File: src/rtl/dmc_cam_fixer_pkg.sv
package dmc_cam_fixer_pkg;

  typedef enum logic [2:0] {
    ST_IDLE = 3'd0,
    ST_SYN  = 3'd1,
    ST_COR  = 3'd2,
    ST_WB   = 3'd3,
    ST_DONE = 3'd4
  } fix_state_e;

endpackage

File: src/rtl/dmc_sum_gen.sv
module dmc_sum_gen #(
  parameter  int SYM_W  = 8,
  parameter  int NSYM   = 4,
  localparam int WORD_W = SYM_W * NSYM,
  localparam int NGRP   = NSYM / 2,
  localparam int SUM_W  = SYM_W + 1,
  localparam int CHK_W  = NGRP * SUM_W
) (
  input  logic [WORD_W-1:0] word,
  output logic [CHK_W-1:0]  chk
);

  // Group g adds symbol g and symbol g+NGRP as unsigned integers.
  for (genvar g = 0; g < NGRP; g++) begin : g_grp
    assign chk[g*SUM_W +: SUM_W] = {1'b0, word[g*SYM_W +: SYM_W]}
                                 + {1'b0, word[(g+NGRP)*SYM_W +: SYM_W]};
  end

endmodule

File: src/rtl/dmc_syndrome.sv
module dmc_syndrome #(
  parameter  int SYM_W = 8,
  parameter  int NSYM  = 4,
  localparam int NGRP  = NSYM / 2,
  localparam int SUM_W = SYM_W + 1,
  localparam int CHK_W = NGRP * SUM_W
) (
  input  logic [CHK_W-1:0] chk_calc,
  input  logic [CHK_W-1:0] chk_ref,
  output logic [NGRP-1:0]  grp_nz
);

  // Integer difference per group; any nonzero value marks the group in error.
  for (genvar g = 0; g < NGRP; g++) begin : g_grp
    logic [SUM_W:0] diff;
    assign diff      = {1'b0, chk_calc[g*SUM_W +: SUM_W]} - {1'b0, chk_ref[g*SUM_W +: SUM_W]};
    assign grp_nz[g] = |diff;
  end

endmodule

File: src/rtl/dmc_flip.sv
module dmc_flip #(
  parameter  int SYM_W  = 8,
  parameter  int NSYM   = 4,
  localparam int WORD_W = SYM_W * NSYM,
  localparam int NGRP   = NSYM / 2
) (
  input  logic [WORD_W-1:0] word,
  input  logic [WORD_W-1:0] flag,
  input  logic [NGRP-1:0]   grp_nz,
  output logic [WORD_W-1:0] fixed
);

  // Each symbol inverts its flagged bits only when its group shows a syndrome.
  for (genvar s = 0; s < NSYM; s++) begin : g_sym
    localparam int GI = s % NGRP;
    assign fixed[s*SYM_W +: SYM_W] = word[s*SYM_W +: SYM_W]
                                   ^ (flag[s*SYM_W +: SYM_W] & {SYM_W{grp_nz[GI]}});
  end

endmodule

File: src/rtl/dmc_seq.sv
module dmc_seq
  import dmc_cam_fixer_pkg::*;
(
  input  logic       clk,
  input  logic       rst_n,
  input  logic       start,
  output fix_state_e state
);

  fix_state_e state_nxt;

  always_comb begin
    state_nxt = state;
    case (state)
      ST_IDLE: if (start) state_nxt = ST_SYN;
      ST_SYN:  state_nxt = ST_COR;
      ST_COR:  state_nxt = ST_WB;
      ST_WB:   state_nxt = ST_DONE;
      ST_DONE: state_nxt = ST_IDLE;
      default: state_nxt = ST_IDLE;
    endcase
  end

  always_ff @(posedge clk or negedge rst_n) begin
    if (!rst_n) state <= ST_IDLE;
    else        state <= state_nxt;
  end


  start_to_syn_chk: assert property (@(posedge clk) disable iff (!rst_n)
    (state == ST_IDLE && start) |=> (state == ST_SYN));


  wb_single_chk: assert property (@(posedge clk) disable iff (!rst_n)
    (state == ST_WB) |=> (state == ST_DONE));

endmodule

File: src/rtl/dmc_cam_fixer.sv
module dmc_cam_fixer
  import dmc_cam_fixer_pkg::*;
#(
  parameter  int SYM_W  = 8,
  parameter  int NSYM   = 4,
  localparam int WORD_W = SYM_W * NSYM,
  localparam int NGRP   = NSYM / 2,
  localparam int SUM_W  = SYM_W + 1,
  localparam int CHK_W  = NGRP * SUM_W
) (
  input  logic              clk,
  input  logic              rst_n,
  input  logic [WORD_W-1:0] enc_data,
  output logic [CHK_W-1:0]  enc_chk,
  input  logic              lookup,
  input  logic [WORD_W-1:0] word_in,
  input  logic [CHK_W-1:0]  chk_in,
  input  logic [WORD_W-1:0] err_flag,
  output logic              busy,
  output logic              out_valid,
  output logic [WORD_W-1:0] out_word,
  output logic              wb_en,
  output logic [WORD_W-1:0] wb_word
);

  // Reset: asserted asynchronously, released on the second clock edge.
  logic rst_meta, rst_sync_n;
  always_ff @(posedge clk or negedge rst_n) begin
    if (!rst_n) begin
      rst_meta   <= 1'b0;
      rst_sync_n <= 1'b0;
    end else begin
      rst_meta   <= 1'b1;
      rst_sync_n <= rst_meta;
    end
  end

  fix_state_e        state;
  logic [WORD_W-1:0] pend_q, pend_d, trig;
  logic [WORD_W-1:0] work_word, work_flag, fix_q, fix_d, sum_in;
  logic [CHK_W-1:0]  work_chk, chk_calc;
  logic [NGRP-1:0]   grp_nz, grp_nz_q;
  logic              in_idle, start, accept;
  logic              ld_work, ld_syn, ld_fix;

  assign in_idle = (state == ST_IDLE);
  assign trig    = err_flag | pend_q;
  assign start   = in_idle & (|trig);
  assign accept  = in_idle & ~(|trig) & lookup;
  assign ld_work = start;
  assign ld_syn  = (state == ST_SYN);
  assign ld_fix  = (state == ST_COR);
  assign pend_d  = in_idle ? '0 : (pend_q | err_flag);

  dmc_seq u_seq (
    .clk   (clk),
    .rst_n (rst_sync_n),
    .start (start),
    .state (state)
  );

  // Shared adders: encoder while idle, syndrome source while correcting.
  assign sum_in = in_idle ? enc_data : work_word;

  dmc_sum_gen #(.SYM_W(SYM_W), .NSYM(NSYM)) u_sum (
    .word (sum_in),
    .chk  (chk_calc)
  );

  dmc_syndrome #(.SYM_W(SYM_W), .NSYM(NSYM)) u_syn (
    .chk_calc (chk_calc),
    .chk_ref  (work_chk),
    .grp_nz   (grp_nz)
  );

  dmc_flip #(.SYM_W(SYM_W), .NSYM(NSYM)) u_flip (
    .word   (work_word),
    .flag   (work_flag),
    .grp_nz (grp_nz_q),
    .fixed  (fix_d)
  );

  always_ff @(posedge clk or negedge rst_sync_n) begin
    if (!rst_sync_n) pend_q <= '0;
    else             pend_q <= pend_d;
  end

  always_ff @(posedge clk or negedge rst_sync_n) begin
    if (!rst_sync_n) begin
      work_word <= '0;
      work_chk  <= '0;
      work_flag <= '0;
    end else if (ld_work) begin
      work_word <= word_in;
      work_chk  <= chk_in;
      work_flag <= trig;
    end
  end

  always_ff @(posedge clk or negedge rst_sync_n) begin
    if (!rst_sync_n)  grp_nz_q <= '0;
    else if (ld_syn)  grp_nz_q <= grp_nz;
  end

  always_ff @(posedge clk or negedge rst_sync_n) begin
    if (!rst_sync_n)  fix_q <= '0;
    else if (ld_fix)  fix_q <= fix_d;
  end

  always_ff @(posedge clk or negedge rst_sync_n) begin
    if (!rst_sync_n) out_valid <= 1'b0;
    else             out_valid <= accept;
  end

  always_ff @(posedge clk or negedge rst_sync_n) begin
    if (!rst_sync_n)  out_word <= '0;
    else if (accept)  out_word <= word_in;
  end

  assign enc_chk = chk_calc;
  assign busy    = ~in_idle;
  assign wb_en   = (state == ST_WB);
  assign wb_word = fix_q;


  busy_blocks_lookup_chk: assert property (@(posedge clk) disable iff (!rst_sync_n)
    busy |=> !out_valid);


  late_flag_kept_chk: assert property (@(posedge clk) disable iff (!rst_sync_n)
    (state == ST_DONE && (|err_flag)) |=> (|pend_q));


  unflagged_kept_chk: assert property (@(posedge clk) disable iff (!rst_sync_n)
    (state == ST_COR) |=> (((fix_q ^ work_word) & ~work_flag) == '0));


  wb_pulse_chk: assert property (@(posedge clk) disable iff (!rst_sync_n)
    wb_en |=> !wb_en);

endmodule

File: config.mk
export PLATFORM = sky130hd
export DESIGN_NAME = dmc_cam_fixer
export DESIGN_NICKNAME = d
export VERILOG_FILES = /design/src/rtl/dmc_cam_fixer_pkg.sv /design/src/rtl/dmc_sum_gen.sv /design/src/rtl/dmc_syndrome.sv /design/src/rtl/dmc_flip.sv /design/src/rtl/dmc_seq.sv /design/src/rtl/dmc_cam_fixer.sv
export SDC_FILE = /design/constraint.sdc
export NUM_CORES = 1
export LEC_CHECK = 0
export BUFFER_PORTS_ARGS = -buffer_cell sky130_fd_sc_hd__buf_2
export CAP_MARGIN = 30
export CORE_MARGIN = 2
export CORE_UTILIZATION = 51
export CTS_BUF_LIST = sky130_fd_sc_hd__clkbuf_8
export DETAILED_ROUTE_END_ITERATION = 6
export PLACE_DENSITY = 0.79
export RECOVER_POWER = 100
export SYNTH_ARGS = -nofsm -noshare
export SYNTH_HDL_FRONTEND = slang
export SYNTH_SLANG_ARGS = --single-unit
File: constraint.sdc
create_clock -name clk -period 5.5 [get_ports clk]
set_clock_uncertainty 0.05 [all_clocks]
set_input_delay 1.1 -clock clk [delete_from_list [all_inputs] [get_ports clk]]
set_output_delay 1.1 -clock clk [all_outputs]
set_load 0.005 [all_outputs]
; ---- Word level (Yosys, flattened, before mapping)
; Index checks and enable logic that the tools add are counted.
[word_totals]
register_bits = 186
latch_bits = 0
ramBits = 0
rom_bits = 0
input_bits = 117
output_inout_bits = 85
elab_cells = 41
memories = 0
[op_classes]
addsub = 4
mul = 0
div = 0
order_cmp = 0
eq_ne = 4
n_shift = 0
n_mux = 4
bitwise = 14
n_reduce_logical = 4
[ops]
columns = operator, count
row1 = $mux W32, 2
row2 = $and A8 B8 Y8, 4
row3 = $or A32 B32 Y32, 1
row4 = $reduce_or A32 Y1, 1
row5 = $xor A8 B8 Y8, 4
row6 = $reduce_or A10 Y1, 2
row7 = $sub A9 B9 Y10, 2
row8 = $add A8 B8 Y9, 2
row9 = $pmux W3 S4, 1
row10 = $eq A3 B2 Y1 const B, 2
row11 = $and A1 B1 Y1, 3
row12 = $eq A3 B1 Y1 const B, 1
row13 = $logic_not A3 Y1, 1
row14 = $mux W3, 1
row15 = $ne A2 B1 Y1 const B, 1
row16 = $not A1 Y1, 2

; ---- Longest topological paths before layout
; Gate-level depths: netlist of run 1.
[logic_depth]
word_depth = 5
mapped_depth = 19
depth_no_buf = 18

; ---- Modules after synthesis
; From an unflattened synthesis of run 1, not the netlist that was laid out.
[hier_totals]
hier_cells = 843
hier_area_um2 = 9067.4
[by_module_without_submodules]
columns = module, n_inst, cells_per_inst, area_each_um2, seq_area_each_um2
row1 = dmc_cam_fixer, 1, 582, 7096.8, 4579.4
row2 = dmc_syndrome, 1, 102, 755.7, 0.0
row3 = dmc_sum_gen, 1, 82, 644.4, 0.0
row4 = dmc_flip, 1, 68, 466.7, 0.0
row5 = dmc_seq, 1, 9, 103.8, 75.1

; ---- Worst setup path after synthesis of run 1
; OpenSTA, ideal clock, no wires.
[synth_timing]
path_type = register to register
startpoint = reg u_seq.state[0]
endpoint = reg grp_nz_q[0]
setup_time_ns = 0.142
arrival_ns = 3.942
required_time_ns = 5.308
setup_slack_ns = 1.365
path_stages_with_launch = 20
path_buffers = 1
period_less_slack_ns = 4.135
cell_sequence = dfrtp_1 -> nor3_2 -> clkbuf_1 -> mux2_2 -> ha_1 -> inv_1 -> fa_1 -> inv_1 -> a21o_1 -> a21oi_1 -> o21bai_1 -> a21oi_1 -> o21ai_0 -> ha_1 -> nand2_1 -> o21a_1 -> nor3_1 -> a31oi_1 -> o31ai_1 -> a41oi_1
[synth_via]
elab_chain_len = 5
word_cells_on_any_way = 6
cone_classes = add/sub (2) / eq/ne (1) / mux (1) / reduce/logical (2)
[synth_lines]
columns = element, line
row1 = "start, declared", dmc_seq.sv:7  ; output fix_state_e state
row2 = "start signal, assigned", dmc_seq.sv:26  ; else state <= state_nxt;
row3 = $logic_not A3 Y1, dmc_cam_fixer.sv:46  ; assign in_idle = (state == ST_IDLE);
row4 = $mux W32, dmc_cam_fixer.sv:63  ; assign sum_in = in_idle ? enc_data : work_word;
row5 = $add A8 B8 Y9, dmc_sum_gen.sv:16  ; + {1'b0, word[(g+NGRP)*SYM_W +: SYM_W]};
row6 = net enc_chk[8], dmc_cam_fixer.sv:14  ; output logic [CHK_W-1:0] enc_chk,
row7 = $sub A9 B9 Y10, dmc_syndrome.sv:16  ; assign diff = {1'b0, chk_calc[g*SUM_W +: SUM_W]} - {1'b0, chk_ref[g*SUM_W +: SUM_W]};
row8 = $reduce_or A10 Y1, dmc_syndrome.sv:17  ; assign grp_nz[g] = |diff;
row9 = "end signal, assigned", dmc_cam_fixer.sv:102  ; else if (ld_syn) grp_nz_q <= grp_nz;
row10 = "end, declared", dmc_cam_fixer.sv:42  ; logic [NGRP-1:0] grp_nz, grp_nz_q;
; The timed path passes the listed nets, and every way through them passes these cells.
; A chain may end at the register's enable or synchronous reset.

; ---- Worst setup path after layout of run 1
[layout_timing]
startpoint = reg u_seq.state[0]
endpoint = out enc_chk[17]
[layout_via]
elab_chain_len = 3
[layout_lines]
columns = element, line
row1 = $logic_not A3 Y1, dmc_cam_fixer.sv:46
row2 = $mux W32, dmc_cam_fixer.sv:63
row3 = $add A8 B8 Y9, dmc_sum_gen.sv:16
row4 = "end, declared", dmc_cam_fixer.sv:14
; No other way between the ends.

==> PnR_summary.wiki, run 1 <==
{| class="wikitable"
! Metric !! Value
|-
| Die Span Y || about 140 µm
|-
| Post-CTS setup-driven buffer insertion count || 0
|-
| Synthesis-to-layout area growth || 14.6%
|-
| I/O pin cnt || just over 200
|-
| Core Footprint || approximately 17000 µm²
|-
| Hold Path Origin || rst_meta
|-
| Max_slew headroom || -63.5%
|-
| Measured slew at the worst slew-check pin || 2.45 ns
|-
| Sequential share of the synthesized area || between 50 and 60%
|-
| Busiest grt layer || met2
|-
| Number of gates resized after CTS || 0
|-
| Category of the worst setup path capture point || primary output
|-
| Required time reported for the critical path endpoint || 4.35 ns
|-
| Filler Cell Count || 1498
|-
| Clock buffer count from CTS || 17
|-
| Wire length reported by the detailed router || 21900 µm
|-
| R2r startpoint || u_seq.state[0]
|-
| Htree depth || 4
|-
| Cell type of the slowest stage on the worst timing path || sky130_fd_sc_hd__clkbuf_1
|-
| Pwr dens || 267 nW/µm²
|-
| Type of origin of the critical path || register
|-
| Reg2reg path depth || 15
|-
| 1st-pass router iterations || 5
|-
| Proportion of layout cells with a drive suffix above 1 || 26.5%
|-
| Clock latency on the worst-skew pair || 0.46 ns
|-
| Rows || 48
|-
| Net Sw Power || 789 µW
|-
| Leak || 5.05 nW
|-
| Antenna Nets Post-Route || 0
|-
| Number of distinct library cell variants in the gate-level netlist after synthesis || between 40 and 50
|-
| Maximum fanout along the worst path || 13
|-
| Critical path, cell by cell || nor3_1, clkbuf_1, mux2_2, ha_1, inv_1, fa_1, nor2b_1, o21ai_0, nand2b_1, a21o_1, a21oi_1, o21ai_0, clkbuf_1
|-
| Min Clock Period, post-route || 4.86 ns
|-
| Average cell area after synthesis || 11.1 µm²
|-
| Number of endpoints with negative hold slack in the final report || 0
|-
| Quantity of hold-fixing buffers added after cts || 0
|-
| Setup Total Neg Slack || 0 ns
|-
| Antenna violations before repair || 1
|-
| Switching fraction of total power || 28.7%
|-
| Setup slack on the worst flop-to-flop path || 1.07 ns
|-
| Cell chosen for the clock root || sky130_fd_sc_hd__clkbuf_8
|-
| Final-report setup violation count || 0
|-
| Global routing met3 resource utilization || 5.33%
|-
| Sum of net half-perimeters after detailed placement || approximately 16000 µm
|-
| Pins Over Slew Limit || 324
|-
| Hold EP || rst_sync_n
|-
| Sequential power share || 52.8%
|-
| Highest achievable clock rate || a little over 200 MHz
|-
| Global-route usage over all layers || 24.3%
|-
| Path category of the worst min-delay check || reg -> reg
|-
| Fraction of synthesis flops using an asynchronous set or reset pin || 100%
|-
| Post-synth EDFFs || 0
|-
| Vias in the first global route || 6503
|-
| Endpoint arrival time on the critical path || 3.71 ns
|-
| Mapped Nets || ~960
|-
| Combinational Power Share || 15.1%
|-
| Crit-path max cell delay || 0.56 ns
|-
| Part of the total power dissipated in the clock network || 32.2%
|-
| Area of the mapped netlist || ~9000 µm²
|-
| Clock transition time at the flip-flop clock pins of the worst setup and hold paths || 0.10 ns
|-
| Gate count after technology mapping || 810
|-
| Effective utilization at floorplan || 52.1%
|-
| Global placement routability congestion || 0.857
|-
| End of the worst register-to-register path || grp_nz_q[1]
|-
| Worst hold stages || 0
|-
| Horizontal die dimension || around 140 µm
|-
| Number of buffers added on ports || 201
|-
| TritonCTS clock tree || yes
|-
| Iter 0 DRT Violations || 277
|-
| DRC violation count after routing || 0
|-
| Die ar. || 18700 µm²
|-
| GRT met1 Usage || a little under a third
|-
| WL per Instance || 17.6 µm
|-
| Clock tree sinks || 186
|-
| IR Drop Worst-Case VDD || 0.000150 V
|-
| Worst hold slack after final layout || 0.314 ns
|-
| Violations in the final reports || max-capacitance violations, max-slew violations
|-
| Post-DR vias/cell || 5.33
|-
| Count of vias placed by the detailed router || between 6000 and 7000
|-
| Outcome || finished, violations left
|-
| Ys flop type || sky130_fd_sc_hd__dfrtp_1
|-
| Yosys warnings || 0
|-
| Deepest clock path buffer count || 2
|-
| Number of nets at the end of the flow || roughly 1200
|-
| Met2 Track Usage GR || roughly 40%
|-
| Total gr overflow || 0
|-
| Worst Setup Path Type || reg -> out
|-
| Pin count of the biggest net entering global routing || 133
|-
| Max capacitance violation total || 5
|-
| Internal power of the cells || 1.96 mW
|-
| Register bit count reported by yosys || 186
|-
| Post-route clock period utilization || 88.4%
|-
| RSZ-0062 raised after global routing || false
|-
| Wire length of the first global-routing pass || 34200 µm
|}
-- logic make-up (layout without fill, tap and decap cells) --
kind of cell | count (synthesis) | after routing | share of synthesized area (%)
adder cells (fa/ha/maj) | 36 | 36 | 5.17
buffers and inverters | 67 | 275 | 3.96
XOR/XNOR | 46 | 46 | 4.47
multiplexers | 115 | 115 | 15.6
AO/OA/AOI/OAI | 120 | 120 | 7.67
flip-flops | 186 | 186 | 51.7
AND/OR/NAND/NOR | 239 | 239 | 11.5
other | 1 | 2 | 0.0416
-- per-stage QoR --
stage               total power, mW  std cells  cell area [µm²]  util (%)  setup WS [ns]
floorplan                      1.73        810             9010         -           1.37
global placement               1.90       1211            10200      58.8           1.29
detailed placement             1.90       1211            10200      58.8           1.23
CTS                            2.79       1243            10500      61.0          0.762
global route                   2.88       1243            10300      59.7          0.319
finish                         2.75       1244            10300      59.7          0.637
-- critical path, delay by kind of cell (launching register included) --
family          cells  cell delay [ns]
fa+ha+maj           2             0.63
flops               1             0.41
mux                 1             0.28
simple gates        3             0.50
compound gates      4             0.65
buf+inv             3             0.79
-- power groups by stage --
stage,Clock [mW],Combinational (mW),Sequential [mW]
after floorplan,0,0.250,1.48
after global routing,0.954,0.467,1.46
after global placement,0,0.417,1.48
after detailed placement,0,0.421,1.48
after CTS,0.908,0.424,1.45
final,0.885,0.415,1.45
-- Yosys cell counts, types with 13 or more instances --
cell type / instances / area, µm²
sky130_fd_sc_hd__nor2_1: 81 / 304
sky130_fd_sc_hd__ha_1: 34 / 425
sky130_fd_sc_hd__nand2_1: 108 / 405
sky130_fd_sc_hd__a21oi_1: 13 / 65.1
sky130_fd_sc_hd__xor2_1: 35 / 307
sky130_fd_sc_hd__clkbuf_1: 16 / 60.1
sky130_fd_sc_hd__mux2_2: 85 / 957
sky130_fd_sc_hd__mux2_4: 29 / 435
sky130_fd_sc_hd__dfrtp_1: 186 / 4650
sky130_fd_sc_hd__inv_1: 34 / 128
sky130_fd_sc_hd__nor4_1: 16 / 100
sky130_fd_sc_hd__o21ai_0: 70 / 350
-- metal layers --
layer	routed length [µm]	vias to the layer above
met1	9510	3211
met2	10600	218
li1	-	3174
met5	0	-
met3	1430	23
met4	352	0
-- sequential cells by signal, indices dropped and copies added (netlist names) --
register     count
out_valid        1
rst_meta         1
pend_q          32
work_word       32
wb_word         32
u_seq.state      3
work_flag       32
grp_nz_q         2
work_chk        18
out_word        32
rst_sync_n       1
-- how the worst max path moves through the flow --
stage                    from           to  slack (ns)  cells after the start
2_1_floorplan  u_seq.state[0]  grp_nz_q[0]        1.37                     19
3_3_place_gp      enc_data[0]   enc_chk[6]        1.29                     12
3_5_place_dp     enc_data[25]  grp_nz_q[1]        1.23                     14
4_1_cts        u_seq.state[0]   enc_chk[7]        0.76                     10
5_1_grt        u_seq.state[0]  enc_chk[17]        0.32                     13
6_report       u_seq.state[0]  enc_chk[17]        0.64                     13
-- cells in the final DEF, fill, tap and decap left out, drive strengths merged, types with 8 or more instances in the layout --
cell / synthesis / layout
o21ai: 75 / 75
inv: 34 / 41
a21oi: 13 / 13
dfrtp: 186 / 186
nor3: 8 / 8
ha: 34 / 34
buf: 16 / 154
nand2: 108 / 108
mux2: 114 / 114
nor2: 81 / 81
clkbuf: 17 / 72
xor2: 35 / 35
nor4: 17 / 17
xnor2: 11 / 11
-- final cells by class --
class	count	area [µm²]	area share, %
multi-input combinational	557	3880	37.5
antenna	1	2.50	0.0242
timing repair buffer	209	1000	9.71
sequential	186	4650	45.1
tap	225	282	2.73
clock buffer	17	234	2.27
clock inverter	15	145	1.41
inverter	34	128	1.24
Note: power is estimated with default switching activity, not from simulation.
==> run 2, diff against run 1 <==
Settings changed: CORE_ASPECT_RATIO set to 0.8.
==> run 2 against run 1 <==
Compared with the run above:
- the flow still finishes with violations (max-capacitance violations, max-slew violations)
- critical endpoint is now work_word[14]
- setup slack better by 0.043 ns
- sequential power hardly changed
- combinational power hardly changed
- highest routed layer unchanged
==> PnR_summary.wiki, run 2 (synthesized netlist as in run 1, its figures left out) <==
{| class="wikitable"
! Metric !! Value
|-
| Clock buffer count from CTS || 17
|-
| Wire length of the first global-routing pass || ~35000 µm
|-
| Proportion of layout cells with a drive suffix above 1 || a little over a quarter
|-
| Clock tree sinks || 186
|-
| Category of the worst setup path capture point || register
|-
| Number of inserted diodes || 0
|-
| Core Footprint || ~17000 µm²
|-
| Setup Total Neg Slack || 0 ns
|-
| Final-report setup violation count || 0
|-
| Leading cell type in the layout, fill and taps excluded || sky130_fd_sc_hd__dfrtp_1
|-
| Quantity of hold-fixing buffers added after cts || 0
|-
| Die ar. || ~19000 µm²
|-
| Worst Setup Path Type || in -> reg
|-
| Effective utilization at floorplan || between 50% and 60%
|-
| Type of origin of the critical path || primary input
|-
| Global-route usage over all layers || between 20 and 25%
|-
| Clock transition time at the flip-flop clock pins of the worst setup and hold paths || 0.10 ns
|-
| Post-CTS setup-driven buffer insertion count || 0
|-
| Required time reported for the critical path endpoint || 5.79 ns
|-
| TritonCTS clock tree || yes
|-
| Antenna Nets Post-Route || 0
|-
| Violations in the final reports || max-capacitance violations, max-slew violations
|-
| Path category of the worst min-delay check || reg -> reg
|-
| Count of buffer and inverter cells on the critical path || 2
|-
| Pwr dens || 273 nW/µm²
|-
| Rows || 43
|-
| Number of nets at the end of the flow || 1159
|-
| WL per Instance || 17.9 µm
|-
| Max capacitance violation total || 5
|-
| Internal power of the cells || 2.05 mW
|-
| Post-DR vias/cell || 5.39
|-
| Pins Over Slew Limit || 332
|-
| Switching fraction of total power || 27.6%
|-
| Non-Filler Instances || 1244
|-
| Sum of net half-perimeters after detailed placement || 16500 µm
|-
| Combinational Power Share || 14.8%
|-
| DRC violation count after routing || 0
|-
| CP most frequent cell || sky130_fd_sc_hd__nor4_1
|-
| Critical path, cell by cell || buf_2, nor4_1, nand4_1, nor4_1, nand2b_1, clkbuf_1, mux2_2
|-
| Highest-count cells in the layout ignoring fill and taps || sky130_fd_sc_hd__dfrtp_1, sky130_fd_sc_hd__buf_2, sky130_fd_sc_hd__nand2_1
|-
| Total gr overflow || 0
|-
| Min Clock Period, post-route || slightly below 5 ns
|-
| Largest delay contributor family on the critical path || simple AND/OR/NAND/NOR gates
|-
| Clock latency on the worst-skew pair || 0.45 ns
|-
| Highest achievable clock rate || 207 MHz
|-
| Deepest clock path buffer count || 2
|-
| Synthesis-to-layout area growth || 15.0%
|-
| Pin count of the biggest net entering global routing || 122
|-
| Part of the total power dissipated in the clock network || 33.6%
|-
| Number of endpoints with negative hold slack in the final report || 0
|-
| Crit-path max cell delay || roughly 1.6 ns
|-
| Cell count after placement || 1212
|-
| IR Drop Worst-Case VDD || 0.000162 V
|-
| Max_slew headroom || -78.6%
|-
| Outcome || finished, violations left
|-
| Maximum fanout along the worst path || 50
|-
| Iter 0 DRT Violations || 387
|-
| Number of buffers added on ports || 201
|-
| Count of vias placed by the detailed router || 6702
|-
| Net Sw Power || between 700 and 800 µW
|-
| Horizontal die dimension || 153 µm
|-
| 1st-pass router iterations || 5
|-
| Global placement routability congestion || 0.909
|-
| Endpoint arrival time on the critical path || slightly above 5 ns
|-
| Number of gates resized after CTS || 0
|-
| RSZ-0062 raised after global routing || false
|-
| Die Span Y || roughly 120 µm
|-
| Vias in the first global route || 6491
|-
| Htree depth || 4
|-
| Cell type of the slowest stage on the worst timing path || sky130_fd_sc_hd__nand2b_1
|-
| Antenna violations before repair || 0
|-
| Cell chosen for the clock root || sky130_fd_sc_hd__clkbuf_8
|-
| Sequential power share || 51.6%
|-
| Leak || 5.10 nW
|-
| Post-route clock period utilization || 87.6%
|-
| Wire length reported by the detailed router || ~22000 µm
|-
| I/O pin cnt || roughly 200
|-
| Measured slew at the worst slew-check pin || 2.68 ns
|}
-- run 2: cell count changes in the layout (fill, tap and decap cells not counted) --
cell,change
sky130_fd_sc_hd__buf_1,-1
sky130_fd_sc_hd__clkinv_8,-1
sky130_fd_sc_hd__o21ai_1,-1
sky130_fd_sc_hd__buf_4,-1
sky130_fd_sc_hd__clkbuf_1,-4
sky130_fd_sc_hd__bufinv_16,+1
sky130_fd_sc_hd__o21ai_0,+1
sky130_fd_sc_hd__buf_2,+2
sky130_fd_sc_hd__diode_2,-1
sky130_fd_sc_hd__clkinv_4,-1
sky130_fd_sc_hd__clkbuf_8,+3
sky130_fd_sc_hd__clkbuf_2,+5
sky130_fd_sc_hd__clkinvlp_4,-2
-- run 2: layout make-up --
cell class / instances / area, µm²
multi-input combinational: 557 / 3880
fill: 1507 / 6960
clock buffer: 20 / 275
inverter: 34 / 128
tap: 225 / 282
clock inverter: 12 / 135
sequential: 186 / 4650
timing repair buffer: 210 / 1010
-- run 2: final timing paths --
kind | from | endpoint | slack (ns) | cells after the start
max | err_flag[27] | work_word[14] | 0.68 | 7
min | rst_meta | rst_sync_n | 0.32 | 0
max reg2reg | u_seq.state[0] | grp_nz_q[0] | 1.04 | 18
min reg2reg | rst_meta | rst_sync_n | 0.32 | 0
max in group asynchronous | rst_sync_n | out_word[0] | 1.44 | 1
min in group asynchronous | rst_n | rst_sync_n | 0.36 | 1
-- run 2: routing by layer --
metal  part of all wire [%]  GRT usage [%]
met5                      0              0
met1                     47           34.9
met4                    1.5           6.19
met2                     47           38.9
met3                    4.8           4.17
-- run 2: worst register-to-register path: stages (launching register included) --
cell	delay, ns
sky130_fd_sc_hd__dfrtp_1	0.41
sky130_fd_sc_hd__nor3_1	0.42
sky130_fd_sc_hd__buf_12	0.29
sky130_fd_sc_hd__mux2_2	0.45
sky130_fd_sc_hd__ha_1	0.21
sky130_fd_sc_hd__inv_1	0.07
sky130_fd_sc_hd__fa_1	0.19
sky130_fd_sc_hd__inv_1	0.05
sky130_fd_sc_hd__a21o_1	0.18
sky130_fd_sc_hd__a21oi_1	0.23
sky130_fd_sc_hd__o21bai_1	0.10
sky130_fd_sc_hd__a21oi_1	0.25
sky130_fd_sc_hd__o21ai_0	0.17
sky130_fd_sc_hd__ha_1	0.39
sky130_fd_sc_hd__nand2_1	0.12
sky130_fd_sc_hd__o21ai_0	0.31
sky130_fd_sc_hd__a31oi_1	0.13
sky130_fd_sc_hd__o31ai_1	0.20
sky130_fd_sc_hd__a41oi_1	0.13
-- run 2: power groups by stage --
stage	clock, mW	combinational (mW)	sequential, mW
5_1_grt	1.03	0.466	1.47
2_1_floorplan	0	0.250	1.48
4_1_cts	0.973	0.424	1.46
6_report	0.950	0.417	1.46
3_5_place_dp	0	0.421	1.49
3_3_place_gp	0	0.413	1.48
-- run 2: through the flow --
step | hold WS, ns | instance area, µm² | total power, mW | util (%) | setup slack (ns)
after floorplan | 0.281 | 9010 | 1.73 | - | 1.37
after global placement | 0.286 | 10200 | 1.90 | 58.7 | 1.34
after detailed placement | 0.302 | 10200 | 1.91 | 58.7 | 1.21
after CTS | 0.325 | 10600 | 2.86 | 61.1 | 0.888
after global routing | 0.325 | 10400 | 2.96 | 59.8 | 0.432
final | 0.319 | 10400 | 2.82 | 59.8 | 0.680
